`src/rtl/amclk_pkg.sv`:
```
package amclk_pkg;
  localparam int CODE_W = 3;

  typedef enum logic {
    BASE_512 = 1'b0,
    BASE_384 = 1'b1
  } base_e;

  typedef struct packed {
    base_e             base;
    logic [CODE_W-1:0] code;
  } amclk_cfg_t;

  // legal when the code does not exceed the family's largest divide
  function automatic logic cfg_legal(amclk_cfg_t c, int max_a, int max_b);
    if (c.base == BASE_512) return (int'(c.code) <= max_a);
    else                    return (int'(c.code) <= max_b);
  endfunction
endpackage

```
`src/rtl/amclk_cfg_hold.sv`:
```
module amclk_cfg_hold
  import amclk_pkg::*;
#(
  parameter int MAX_A = 4,
  parameter int MAX_B = 3
) (
  input  logic       clk,
  input  logic       rst_n,
  input  logic       run,
  input  logic       wrap,
  input  amclk_cfg_t req_cfg,
  output amclk_cfg_t act_cfg,
  output amclk_cfg_t nxt_cfg,
  output logic       nxt_legal
);
  amclk_cfg_t act_q;

  // adopt the request when stopped or at the frame boundary
  always_comb begin
    if (!run || wrap) nxt_cfg = req_cfg;
    else              nxt_cfg = act_q;
    nxt_legal = cfg_legal(nxt_cfg, MAX_A, MAX_B);
  end

  always_ff @(posedge clk or negedge rst_n) begin
    if (!rst_n) act_q <= '0;
    else        act_q <= nxt_cfg;
  end

  assign act_cfg = act_q;
endmodule

```
`src/rtl/amclk_phase_ctr.sv`:
```
module amclk_phase_ctr
  import amclk_pkg::*;
#(
  parameter int CNT_W  = 10,
  parameter int LAST_A = 1023,
  parameter int LAST_B = 767
) (
  input  logic             clk,
  input  logic             rst_n,
  input  logic             run,
  input  base_e            act_base,
  output logic [CNT_W-1:0] cnt,
  output logic [CNT_W-1:0] nxt_cnt,
  output logic             wrap
);
  logic [CNT_W-1:0] cnt_q;
  logic [CNT_W-1:0] last_v;

  always_comb begin
    last_v = (act_base == BASE_512) ? CNT_W'(LAST_A) : CNT_W'(LAST_B);
    wrap   = run && (cnt_q == last_v);
    if (!run)      nxt_cnt = '0;
    else if (wrap) nxt_cnt = '0;
    else           nxt_cnt = cnt_q + CNT_W'(1);
  end

  always_ff @(posedge clk or negedge rst_n) begin
    if (!rst_n) cnt_q <= '0;
    else        cnt_q <= nxt_cnt;
  end

  assign cnt = cnt_q;
endmodule

```
`src/rtl/amclk_out_stage.sv`:
```
module amclk_out_stage
  import amclk_pkg::*;
#(
  parameter int CNT_W = 10
) (
  input  logic              clk,
  input  logic              rst_n,
  input  logic              run,
  input  logic              wrap,
  input  logic [CNT_W-1:0]  nxt_cnt,
  input  logic [CODE_W-1:0] nxt_code,
  input  logic              nxt_legal,
  output logic              mclk,
  output logic              frame_stb,
  output logic              cfg_err
);
  localparam int NTAP = 1 << CODE_W;

  logic [NTAP-1:0] taps;

  // one tap per code; codes past the counter width read as zero
  for (genvar i = 0; i < NTAP; i++) begin : g_tap
    if (i < CNT_W) begin : g_real
      assign taps[i] = nxt_cnt[i];
    end else begin : g_none
      assign taps[i] = 1'b0;
    end
  end

  always_ff @(posedge clk or negedge rst_n) begin
    if (!rst_n) begin
      mclk      <= 1'b0;
      frame_stb <= 1'b0;
      cfg_err   <= 1'b0;
    end else begin
      mclk      <= run && nxt_legal && taps[nxt_code];
      frame_stb <= wrap;
      cfg_err   <= !nxt_legal;
    end
  end
endmodule

```
`src/rtl/amclk_div.sv`:
```
module amclk_div
  import amclk_pkg::*;
#(
  parameter int REF_A = 512,
  parameter int REF_B = 384,
  parameter int MAX_A = 4,
  parameter int MAX_B = 3
) (
  input  logic              clk_ref2x,
  input  logic              rst_n,
  input  logic              run,
  input  logic              base_sel,
  input  logic [CODE_W-1:0] mult_code,
  output logic              mclk,
  output logic              frame_stb,
  output logic              cfg_err
);
  localparam int LAST_A = 2 * REF_A - 1;
  localparam int LAST_B = 2 * REF_B - 1;
  localparam int CNT_W  = $clog2(2 * REF_A);

  amclk_cfg_t       req_cfg, act_cfg, nxt_cfg;
  logic             nxt_legal;
  logic             wrap;
  logic [CNT_W-1:0] cnt, nxt_cnt;

  assign req_cfg.base = base_e'(base_sel);
  assign req_cfg.code = mult_code;

  amclk_cfg_hold #(.MAX_A(MAX_A), .MAX_B(MAX_B)) u_cfg (
    .clk(clk_ref2x), .rst_n(rst_n), .run(run), .wrap(wrap),
    .req_cfg(req_cfg), .act_cfg(act_cfg), .nxt_cfg(nxt_cfg),
    .nxt_legal(nxt_legal)
  );

  amclk_phase_ctr #(.CNT_W(CNT_W), .LAST_A(LAST_A), .LAST_B(LAST_B)) u_ctr (
    .clk(clk_ref2x), .rst_n(rst_n), .run(run), .act_base(act_cfg.base),
    .cnt(cnt), .nxt_cnt(nxt_cnt), .wrap(wrap)
  );

  amclk_out_stage #(.CNT_W(CNT_W)) u_out (
    .clk(clk_ref2x), .rst_n(rst_n), .run(run), .wrap(wrap),
    .nxt_cnt(nxt_cnt), .nxt_code(nxt_cfg.code), .nxt_legal(nxt_legal),
    .mclk(mclk), .frame_stb(frame_stb), .cfg_err(cfg_err)
  );
endmodule

```
`config.mk`:
```
export PLATFORM = sky130hd
export DESIGN_NAME = amclk_div
export DESIGN_NICKNAME = d
export VERILOG_FILES = /design/src/rtl/amclk_pkg.sv /design/src/rtl/amclk_cfg_hold.sv /design/src/rtl/amclk_phase_ctr.sv /design/src/rtl/amclk_out_stage.sv /design/src/rtl/amclk_div.sv
export SDC_FILE = /design/constraint.sdc
export NUM_CORES = 1
export LEC_CHECK = 0
export ABC_AREA = 1
export BUFFER_PORTS_ARGS = -buffer_cell sky130_fd_sc_hd__buf_2
export CELL_PAD_IN_SITES_DETAIL_PLACEMENT = 1
export CELL_PAD_IN_SITES_GLOBAL_PLACEMENT = 1
export CORE_MARGIN = 2
export CORE_UTILIZATION = 25
export DETAILED_ROUTE_END_ITERATION = 7
export PLACE_DENSITY = 0.58
export REMOVE_ABC_BUFFERS = 1
export SETUP_SLACK_MARGIN = 0.3
export SKIP_CTS_REPAIR_TIMING = 1
export SYNTH_ARGS = -nofsm -noshare
export SYNTH_HDL_FRONTEND = slang
export SYNTH_SLANG_ARGS = --single-unit
export TNS_END_PERCENT = 50
```
`constraint.sdc`:
```
create_clock -name clk_ref2x -period 1.8 [get_ports clk_ref2x]
set_clock_uncertainty 0.05 [all_clocks]
set_input_delay 0 -clock clk_ref2x [delete_from_list [all_inputs] [get_ports clk_ref2x]]
set_output_delay 0 -clock clk_ref2x [all_outputs]
set_load 0.01 [all_outputs]
```
==> results of run 1 <==
-- final cells by class --
class,instances,share of cell area (%)
Multi-Input combinational cell,66,36.6
Sequential cell,17,37.3
Clock buffer,4,2.31
Inverter,15,4.94
Tap cell,46,5.05
Timing Repair Buffer,21,13.8
-- stage by stage --
| stage | utilization, % | cell area [sq um] | power (mW) |
|---|---|---|---|
| after floorplan | - | 845 | 0.464 |
| after global placement | 28.6 | 955 | 0.500 |
| after detailed placement | 28.6 | 955 | 0.503 |
| after CTS | 29.4 | 981 | 0.713 |
| after global routing | 34.2 | 1140 | 0.774 |
| final | 34.2 | 1140 | 0.732 |
-- cells in the mapped netlist --
master    count  share of area [%]
a211oi_1      1               0.87
nor2_4        2                2.6
xor2_1        2                2.0
buf_2         1               0.58
nand2_4       1                1.3
nand2_2       5                3.6
buf_8         1                1.7
o21ai_0       1               0.58
nor2_2        1               0.72
o21ai_2       1                1.0
nand3b_1      1               0.87
nor2_1        9                3.9
nand2_1      23                 10
dfrtp_1      17                 49
nand4_1       3                2.2
a21oi_1       3                1.7
nand3_1       8                4.6
xnor2_1       1                1.0
nor3_1        1               0.58
nor3b_1       1               0.87
nand3_4       1                2.0
inv_1        15                6.5
ha_1          1                1.4
-- kinds of logic (layout without fill, tap and decap cells) --
logic type,count (synthesis),count (layout),synth area share [%]
buf+inv,17,40,8.83
xor+xnor,3,3,3.04
compound gates,6,6,4.20
simple gates,56,56,33.3
fa+ha+maj,1,1,1.45
flops,17,17,49.2
-- worst min path at each step --
stage               slack [ns]   from                    endpoint
global placement         -0.11  rst_n   u_out.frame_stb$_DFF_PN0_
global route              0.07    run  u_cfg.act_cfg[1]$_DFF_PN0_
floorplan                -0.35  rst_n  u_cfg.act_cfg[0]$_DFF_PN0_
detailed placement       -0.10  rst_n   u_out.frame_stb$_DFF_PN0_
finish                    0.05    run      u_ctr.cnt[1]$_DFF_PN0_
CTS                      -0.43  rst_n   u_out.frame_stb$_DFF_PN0_
-- registers in the layout, summed over array words and instances, names as in the netlist --
register and cells:
u_out.frame_stb 1, u_cfg.act_cfg 4, u_out.mclk 1, u_out.cfg_err 1, u_ctr.cnt 10
-- per-layer routing --
metal  up-vias  wire length [um]
li1        361                 -
met1       339               983
met2         8               940
met3         4                38
met4         0                34
met5         -                 0
-- worst reg2reg max path: stages, from the launching register on --
cell and delay [ns]:
dfrtp_1 0.39, ha_2 0.20, nand2_2 0.07, nor2_4 0.17, nand3_4 0.17, nand2_8 0.12
buf_12 0.11, nand2_2 0.05, o21ai_2 0.08, nand2_1 0.09, nand2_2 0.07, inv_1 0.03
-- layout by cell type, fill, tap and decap left out, types with 2 or more instances in the layout --
cell type      count
clkbuf_4           3
xor2_1             2
nand2_2            9
nand2_4            2
nand3_1            6
buf_4              7
nand4_1            3
dfrtp_1           17
dlygate4sd3_1      4
nor2_4             3
a21oi_1            3
nand2_1           17
nand3_2            2
buf_2              9
inv_1             14
nor2_1             8
-- power groups by stage --
stage | Combinational (mW) | Clock [mW] | Sequential [mW]
6_report | 0.115 | 0.205 | 0.412
5_1_grt | 0.130 | 0.229 | 0.415
4_1_cts | 0.0855 | 0.217 | 0.410
3_5_place_dp | 0.0848 | 0 | 0.418
3_3_place_gp | 0.0837 | 0 | 0.417
2_1_floorplan | 0.0457 | 0 | 0.418
==> results.cfg, run 1 <==
[run_status]
outcome = finished clean

[global_routing]
grt_pass1_vias = 686
grt_util_met2_pct = 16.9
busiest_layer = met2
grt_overflow = 0
grt_pass1_wl_mm = 3.14
grt_max_degree = 18
grt_usage_pct = 10.4
antenna_found_initial = 0
met3_usage_pct = 1.80
grtUsageMet1_pct = 13.4

[sta]
setup_ws_ns = 0.128
finalSetupViolCount = 0
fin_crit_ns = 1.67
hold_viol = 0
slew_headroom_pct = 72.8
finalCritPeriodShare_pct = 92.9
setup_tns_ns = 0
holdWs_ns = 0.0484
rsz0062_at_grt = true
max_freq_ghz = 0.598
final_max_slew_viol_count = 0
worst-slew-pin-transition_ns = 0.408

[clock_network]
insertion_delay_ns = 0.29
cts_root_buf = clkbuf_4
cts_tree = yes
cts_made_buffers = 3
cts_max_level = 1
cts.sinks = 17
clk_pin_slew_worst_paths_ns = 0.10
clockBufferDepth = 2

[route]
ant_nets = 0
route.detailed.drc = 0
wl_per_cell_um = 11.8
drt_pass1_iterations = 2
drtIter0Drc = 7
drt-total-wl_mm = 2.00
via_count = 712
viasPerCell = 4.21

[yosys]
yosysWarnings = 0
ys_types = 23
ys_ff_latch = 17
syn_avg_cell_area_sq_um = 8.65
syn_area_sq_um = 865
synth_seq_area_share_pct = 49.2
syn_inst = 100

[placed_design]
dp_cells = 154
dp_slack_ns = 0.158
portBuffers = 9
gp_congestion = 0.727
dp_hpwl_mm = 1.45

[power]
p_leak_nw = 0.569
netSwitchingPower_uw = 196
ir_drop_uv = 383
p_int_uw = 536
p_per_area_nw_per_um2 = 642
netSwitchingFraction_pct = 26.8
clkPwrFrac_pct = 28.0
p_comb_share_pct = 15.7
seqPwrFrac_pct = 56.3

[critical_path]
r2r_slack_ns = 0.13
crit_path_start = u_ctr.cnt[1]$_DFF_PN0_
end_kind = register
setup.worst_path.class = register to register
required_ns = 1.95
cp.depth = 11
worst-path-buf-inv = 2
r2r-start = u_ctr.cnt[1]$_DFF_PN0_
worst_ep_arrival_time_ns = 1.82
crit_family = simple AND/OR/NAND/NOR gates
r2r-end = u_out.cfg_err$_DFF_PN0_
crit_slowest_cell = dfrtp_1
endpoint = u_out.cfg_err$_DFF_PN0_
cpMostUsedCell = nand2_2
max_stage_delay_ns = 0.39
r2r_cells = 11
crit_path_max_fanout = 8
crit_chain = ha_2 -> nand2_2 -> nor2_4 -> nand3_4 -> nand2_8 -> buf_12 -> nand2_2 -> o21ai_2 -> nand2_1 -> nand2_2 -> inv_1
startpoint_type = register

[die]
die_x_um = 62.8
core_sq_um = 3340
io_pins = 10
dieArea_sq_um = 3940
initial_utilization_pct = 25.9
die_y_um = 62.8
rows = 21

[worst_hold_path]
hp-class = input port to register
worstHoldPathCells = 3

[finish]
n_fill_cell = 409
ff_latch_area_sq_um = 425
final-instance-count-excl-fill = 169
multiInputGateArea_sq_um = 417
antenna_cells = 0
drive_gt1_share_pct = 34.1
syn_to_final_growth_pct = 31.8
fin_nets = 132

[run]
cap_violations = 0
(Power assumes the default switching activity.)
==> run 2, diff against run 1 <==
==> constraint.sdc (replaced) <==
create_clock -name clk_ref2x -period 1.8 [get_ports clk_ref2x]
set_clock_uncertainty 0.05 [all_clocks]
set_input_delay 0.09 -clock clk_ref2x [delete_from_list [all_inputs] [get_ports clk_ref2x]]
set_output_delay 0.09 -clock clk_ref2x [all_outputs]
set_load 0.01 [all_outputs]
==> run 2 against run 1 <==
  * Via count is 1.7% lower
  * Largest power group unchanged
  * Highest routed layer unchanged
  * Largest cell class unchanged
  * Routed wire length is 1.8% lower
  * Register-to-register slack about the same
==> results.cfg, run 2 (synthesized netlist as in run 1, its figures left out) <==
[global_routing]
grt_overflow = 0
grt_usage_pct = 10.4
grt_pass1_vias = 686
grt_pass1_wl_mm = 3.14
antenna_found_initial = 0
grt_max_degree = 18

[finish]
antenna_cells = 0
multiInputGateArea_sq_um = 417
largest_register_ffs = 10
layout_common_cells = 17 x nand2_1, 17 x dfrtp_1, 14 x inv_1
syn_to_final_growth_pct = 29.5
fin_util_pct = 33.6
drive_gt1_share_pct = 34.7
ff_latch_area_sq_um = 425
design_area_sq_um = 1120
n_fill_cell = 409
fin_nets = 130

[clock_network]
cts_made_buffers = 3
cts_max_level = 1
insertion_delay_ns = 0.29
clk_pin_slew_worst_paths_ns = 0.10
cts.sinks = 17
clockBufferDepth = 2
cts_root_buf = clkbuf_4
cts_tree = yes

[critical_path]
crit_path_max_fanout = 8
required_ns = 1.95
r2r-end = u_out.cfg_err$_DFF_PN0_
r2r_cells = 11
setup.worst_path.class = register to register
end_kind = register
r2r-start = u_ctr.cnt[1]$_DFF_PN0_
r2r_slack_ns = 0.13
startpoint_type = register
worst_ep_arrival_time_ns = 1.82

[power]
p_leak_nw = 0.561
p_per_area_nw_per_um2 = 650
ir_drop_uv = 383

[die]
dieArea_sq_um = 3940
die_x_um = 62.8
die_y_um = 62.8
io_pins = 10
core_sq_um = 3340
initial_utilization_pct = 25.9
rows = 21

[sta]
fin_crit_ns = 1.67
hold_viol = 0
setup_tns_ns = 0
max_freq_ghz = 0.598
worst-slew-pin-transition_ns = 0.399
finalSetupViolCount = 0
finalCritPeriodShare_pct = 92.9
final_max_slew_viol_count = 0
rsz0062_at_grt = true
slew_headroom_pct = 73.4

[worst_hold_path]
hp-class = input port to register
min_from = mult_code[2]
worstHoldPathCells = 3
hold_end = u_cfg.act_cfg[2]$_DFF_PN0_

[placed_design]
gp_congestion = 0.727
dp_hpwl_mm = 1.45
place_area_sq_um = 955
portBuffers = 9

[route]
drtIter0Drc = 6
viasPerCell = 4.19
ant_nets = 0
wl_per_cell_um = 11.7
via_count = 700
route.detailed.drc = 0
drt_pass1_iterations = 2
drt-total-wl_mm = 1.96

[run_status]
outcome = finished clean

[run]
cap_violations = 0
-- run 2: changes by cell type in the layout (fill, tap and decap cells not counted) --
| cell | change |
|---|---|
| dlygate4sd3_1 | -2 |
-- run 2: cell type report --
cell class	count	share of cell area [%]
timing repair buffer	19	12.3
clock buffer	4	2.35
multi-input combinational	66	37.2
inverter	15	5.03
tap	46	5.14
sequential	17	38.0
-- run 2: worst max-delay path by stage --
stage	endpoint	start	slack (ns)
after floorplan	u_out.cfg_err$_DFF_PN0_	u_ctr.cnt[0]$_DFF_PN0_	0.32
after global placement	u_out.cfg_err$_DFF_PN0_	u_ctr.cnt[0]$_DFF_PN0_	0.20
after detailed placement	u_out.cfg_err$_DFF_PN0_	u_ctr.cnt[1]$_DFF_PN0_	0.16
after CTS	u_out.cfg_err$_DFF_PN0_	u_ctr.cnt[1]$_DFF_PN0_	0.12
after global routing	u_out.mclk$_DFF_PN0_	u_ctr.cnt[1]$_DFF_PN0_	0.002
final	u_out.cfg_err$_DFF_PN0_	u_ctr.cnt[1]$_DFF_PN0_	0.13
-- run 2: power breakdown --
group	leakage [nW]	total, mW	switching [mW]	internal [mW]
sequential	0.225	0.412	0.0124	0.399
clock	0.0150	0.205	0.119	0.0861
combinational	0.321	0.111	0.0638	0.0476
total	0.561	0.728	0.195	0.533
-- run 2: worst max-delay path, stage by stage, from the launching register on --
cell and delay [ns]:
dfrtp_1 0.39, ha_2 0.19, nand2_2 0.07, nor2_4 0.17, nand3_4 0.17, nand2_8 0.12
buf_12 0.11, nand2_2 0.04, o21ai_2 0.08, nand2_1 0.09, nand2_2 0.07, inv_1 0.03
-- run 2: metal layers --
metal  part of all wire, %  global-route usage (%)
met5                     0                       0
met4                   1.7                    5.00
met3                   1.9                    1.80
met2                    47                    16.9
met1                    49                    13.4
-- run 2: per-stage QoR --
step / power [mW] / instances / hold slack, ns / setup slack [ns]
2_1_floorplan: 0.464 / 98 / -0.256 / 0.318
3_3_place_gp: 0.500 / 154 / -0.0177 / 0.199
3_5_place_dp: 0.503 / 154 / -0.0132 / 0.158
4_1_cts: 0.713 / 158 / -0.340 / 0.121
5_1_grt: 0.770 / 167 / 0.0313 / 0.00214
6_report: 0.728 / 167 / 0.0134 / 0.128
